**src/rtl/msr_pkg.sv**
```systemverilog
package msr_pkg;
   localparam int NLINES    = 4;
   localparam int REG_W     = 2 * NLINES;
   // Line index i maps to level bit NLINES+i and to change flag bit i
   localparam int IDX_CTS   = 0;
   localparam int IDX_DSR   = 1;
   localparam int IDX_RING  = 2;
   localparam int IDX_DCD   = 3;

   typedef enum logic {
      EDGE_ANY  = 1'b0,
      EDGE_FALL = 1'b1
   } edge_mode_e;
endpackage

```
**src/rtl/msr_sync.sv**
```systemverilog
module msr_sync #(
   parameter int W      = 4,
   parameter int STAGES = 2
) (
   input  logic         clk,
   input  logic         rst_n,
   input  logic [W-1:0] d,
   output logic [W-1:0] q
);
   logic [W-1:0] chain [STAGES];

   generate
      if (STAGES < 2) begin : g_bad
         $error("msr_sync: STAGES must be at least 2");
      end
   endgenerate

   always_ff @(posedge clk) begin
      if (!rst_n) begin
         for (int s = 0; s < STAGES; s++) chain[s] <= '0;
      end else begin
         chain[0] <= d;
         for (int s = 1; s < STAGES; s++) chain[s] <= chain[s-1];
      end
   end

   assign q = chain[STAGES-1];
endmodule

```
**src/rtl/msr_delta_cell.sv**
```systemverilog
module msr_delta_cell #(
   parameter msr_pkg::edge_mode_e MODE = msr_pkg::EDGE_ANY
) (
   input  logic clk,
   input  logic rst_n,
   input  logic lvl_in,
   input  logic wr_en,
   input  logic wr_bit,
   input  logic rd_en,
   output logic lvl_q,
   output logic delta_q
);
   logic evt;
   logic base;

   generate
      if (MODE == msr_pkg::EDGE_FALL) begin : g_fall
         assign evt = lvl_q & ~lvl_in;
      end else begin : g_any
         assign evt = lvl_q ^ lvl_in;
      end
   endgenerate

   // Write has precedence over read clear; a new event always survives
   always_comb begin
      if (wr_en)      base = wr_bit;
      else if (rd_en) base = 1'b0;
      else            base = delta_q;
   end

   always_ff @(posedge clk) begin
      if (!rst_n) begin
         lvl_q   <= 1'b0;
         delta_q <= 1'b0;
      end else begin
         lvl_q   <= lvl_in;
         delta_q <= base | evt;
      end
   end
endmodule

```
**src/rtl/modem_status_reg.sv**
```systemverilog
module modem_status_reg #(
   parameter int SYNC_STAGES = 2,
   parameter bit HAS_RING    = 1'b1
) (
   input  logic       clk,
   input  logic       rst_n,
   input  logic       cts_i,
   input  logic       dsr_i,
   input  logic       dcd_i,
   input  logic       ri_i,
   input  logic       wr_en,
   input  logic [7:0] wr_data,
   input  logic       rd_en,
   output logic [7:0] rd_data,
   output logic       irq
);
   import msr_pkg::*;

   logic [NLINES-1:0] raw_lvl;
   logic [NLINES-1:0] sync_lvl;
   logic [NLINES-1:0] lvl_q;
   logic [NLINES-1:0] delta_q;
   logic              ring_src;

   generate
      if (REG_W != 8) begin : g_badw
         $error("modem_status_reg: register must be one byte");
      end
      if (HAS_RING) begin : g_ring
         assign ring_src = ri_i;
      end else begin : g_noring
         assign ring_src = 1'b0;
      end
   endgenerate

   always_comb begin
      raw_lvl           = '0;
      raw_lvl[IDX_CTS]  = cts_i;
      raw_lvl[IDX_DSR]  = dsr_i;
      raw_lvl[IDX_RING] = ring_src;
      raw_lvl[IDX_DCD]  = dcd_i;
   end

   msr_sync #(.W(NLINES), .STAGES(SYNC_STAGES)) u_sync (
      .clk   (clk),
      .rst_n (rst_n),
      .d     (raw_lvl),
      .q     (sync_lvl)
   );

   generate
      for (genvar i = 0; i < NLINES; i++) begin : g_line
         localparam edge_mode_e M = (i == IDX_RING) ? EDGE_FALL : EDGE_ANY;
         msr_delta_cell #(.MODE(M)) u_cell (
            .clk     (clk),
            .rst_n   (rst_n),
            .lvl_in  (sync_lvl[i]),
            .wr_en   (wr_en),
            .wr_bit  (wr_data[i]),
            .rd_en   (rd_en),
            .lvl_q   (lvl_q[i]),
            .delta_q (delta_q[i])
         );
      end
   endgenerate

   assign rd_data = {lvl_q, delta_q};
   assign irq     = |delta_q;

   logic unused_hi;
   assign unused_hi = ^wr_data[7:4];
endmodule

```
**config.mk**
```make
export PLATFORM = sky130hd
export DESIGN_NAME = modem_status_reg
export DESIGN_NICKNAME = d
export VERILOG_FILES = /design/src/rtl/msr_pkg.sv /design/src/rtl/msr_sync.sv /design/src/rtl/msr_delta_cell.sv /design/src/rtl/modem_status_reg.sv
export SDC_FILE = /design/constraint.sdc
export NUM_CORES = 1
export LEC_CHECK = 0
export BUFFER_PORTS_ARGS = -buffer_cell sky130_fd_sc_hd__buf_4
export CAP_MARGIN = 5
export CORE_MARGIN = 2
export CORE_UTILIZATION = 43
export DETAILED_ROUTE_END_ITERATION = 12
export PLACE_DENSITY = 0.73
export SYNTH_ARGS = -nofsm -noshare
export SYNTH_HDL_FRONTEND = slang
export SYNTH_SLANG_ARGS = --single-unit
```
**constraint.sdc**
```tcl
create_clock -name clk -period 1.15 [get_ports clk]
set_input_delay 0.23 -clock clk [delete_from_list [all_inputs] [get_ports clk]]
set_output_delay 0.23 -clock clk [all_outputs]
set_load 0.01 [all_outputs]
```
==> summary.txt <==
Run status
  • Status: finished, violations left
  • Failing checks: setup timing

Worst setup path
  • Critical Path Source Type: flip-flop
  • Worst r2r dst: g_line[1].u_cell.delta_q
  • RR Startpoint: g_line[1].u_cell.delta_q
  • R2R Setup Slk: ~0.16 ns
  • Crit path to: irq
  • Worst Path Max Fanout: 2
  • Critical path required time: 0.92 ns
  • Crit path DAT: approximately 1.3 ns
  • Critical Path Start: g_line[3].u_cell.delta_q
  • Crit end category: output port
  • R2R depth: 3
  • Kind of critical path: flip-flop to output port

Detailed routing
  • Drt first pass iters: 3
  • Post-route DRC: 0
  • Total vias in the final route: 381
  • Routed Antenna Nets: 0
  • Wire per inst: 9.57 um
  • DR iter-0 viols: 5
  • Routed WL: 842 um
  • Detail-routed via count per cell: 4.33

Clock tree
  • CTS clock-pin slew for the worst setup and hold paths: 0.09 ns
  • Num CTS Buffers: 3
  • CTS sink count: 16
  • Clock Path Buffers: 2
  • Root Driver: clkbuf_4
  • Cts hold-fix bufs: 0
  • CTS tree: built
  • H-tree levels: 1
  • Buffers inserted by post-CTS timing repair: 0
  • Clk_lat worst skew: ~0.28 ns

Finish
  • ANT cells: 0
  • Fraction of layout cells with a size suffix above 1: approximately 40%
  • Nets@finish: 90
  • Most frequent cells in the layout: buf_4 (22), dfxtp_1 (15), and2_1 (12)
  • Most common cell after layout, fill and taps aside: buf_4
  • Area delta synth->final: 29.9%

Timing
  • RSZ-0062 raised after global routing: yes
  • Max_slew headroom: 91.6%
  • Final setup violation count: 1
  • Final WS setup: -0.340 ns
  • Worst clock skew: around 0.0058 ns
  • Highest clock rate: around 670 MHz
  • Fin. Hold Viols: 0
  • Worst slew pin tran: 0.125 ns
  • Tmin final: 1.49 ns
  • Final worst-path cycle share: 130%
  • Slew Limit Fails: 0
  • Setup tns final: -0.340 ns

Floorplanning
  • Starting Density: 45.0%
  • Core outline area: 0.00128 sq mm
  • Rows: 13
  • Die Width: 40.7 um
  • DIE AREA: about 0.0017 sq mm
  • Die Y: 40.7 um
  • Ports: 25

Placement
  • IO buf count: 20
  • Placer Congestion: about 0.62

Power
  • PnR Total Power: 1080 uW
  • Power per Cell Area: about 1400 mW/mm^2
  • P_leak: around 0.00034 uW
  • Worst VDD drop: 0.791 mV

Yosys
  • Synth Area in XOR/XNOR: 4.55%
  • Mapped Area: 578 sq um
  • Complex-gate fraction of the synthesized area: under 10%
  • Register area share after synthesis: 55.4%
  • Share of the synthesized area in the top cell type: between 50 and 60%
  • Largest family of logic cells by synthesized area: simple AND/OR/NAND/NOR gates
  • Simple-gate area share of the yosys netlist: 24.0%
  • Adder-cell share of the synthesized area: 0%
  • Area leader, netlist: dfxtp_1
  • #FFs+latches synth: 16
  • Mux cell area share after synthesis: 0%
  • Syn Nets: 71
  • Ys Warns: 0
  • Synth area leaders: dfxtp_1 (55%), and2_1 (13%), buf_4 (10%)
  • Cells after synthesis: 55
  • Cell variety after synth: 11
  • Avg Inst Size Synth: 10.5 sq um

Worst hold path
  • Hold Path Class: input port to flip-flop

GRT
  • Number of global-route vias before repair: between 200 and 300
  • Initial antenna violation count: 0
  • Largest net degree at the start of global routing: 14
  • Gr usage total: around 13%
  • First-pass GRT wire length: roughly 1300 um
  • Overflow after GRT: 0

Run
  • Max-capacitance violation count: 0
[repair_timing]
action	in CTS	in global routing
pin swaps	0	1
setup endpoints to repair	1	1
resized for setup	2	1
[power by group]
group	total [uW]	internal (uW)	switching [uW]
combinational	128	84.6	43.7
clock	356	192	164
sequential	593	581	11.8
total	1080	858	219
[final cells by class]
| type | instances | area, sq um |
|---|---|---|
| Clock buffer | 4 | 36.3 |
| Fill cell | 119 | 534 |
| Inverter | 1 | 3.75 |
| Multi-Input combinational cell | 29 | 194 |
| Sequential cell | 16 | 322 |
| Tap cell | 15 | 18.8 |
| Timing Repair Buffer | 23 | 176 |
[stage by stage]
stage	instances	hold WS (ns)	cell area [sq um]	worst slack, ns	util [%]
after detailed placement	84	0.420	706	-0.0389	54.9
after global placement	84	0.414	706	-0.0258	54.9
after global routing	88	0.135	751	-0.380	58.4
after floorplan	55	0.352	578	0.0605	-
final	88	0.145	751	-0.340	58.4
after CTS	88	0.144	749	-0.344	58.3
[logic make-up (layout without fill, tap and decap cells)]
logic type             Yosys count  after routing
buffers and inverters           10             28
AO/OA/AOI/OAI                    4              4
XOR/XNOR                         3              3
AND/OR/NAND/NOR                 22             22
flip-flops                      16             16
[flip-flops by register name, summed over array words and instances (netlist names)]
signal,flops
g_line.u_cell.delta_q,4
g_line.u_cell.lvl_q,4
u_sync.chain,8
[worst min-delay path by stage]
stage,from,end,slack [ns],depth (start not counted)
after global routing,cts_i,u_sync.chain[0][0],0.14,2
after detailed placement,u_sync.chain[0][2],u_sync.chain[0][6],0.42,1
after global placement,u_sync.chain[0][3],u_sync.chain[0][7],0.41,1
after floorplan,ri_i,u_sync.chain[0][2],0.35,1
after CTS,ri_i,u_sync.chain[0][2],0.14,2
final,ri_i,u_sync.chain[0][2],0.14,2
[layer usage]
metal | routed length [um] | vias up | share of wire [%] | track usage, %
met5 | 0 | - | 0 | 0
met4 | 0 | 0 | 0 | 10.0
met3 | 73 | 0 | 8.7 | 4.89
met2 | 427 | 15 | 51 | 19.0
met1 | 341 | 159 | 40 | 13.9
li1 | - | 207 | - | -
[synth_stat cells]
cell / instances
inv_1: 1
dfxtp_1: 16
xnor2_1: 3
a31oi_1: 4
nand2_1: 4
and2_1: 12
clkbuf_1: 1
or3b_1: 4
buf_4: 8
or4_1: 1
nand2b_1: 1
[critical path, cell delays in order, from the launching register on]
cell and delay (ns):
dfxtp_1 0.32, or4_4 0.53, buf_6 0.13
Power figures use the tool's default switching activity.
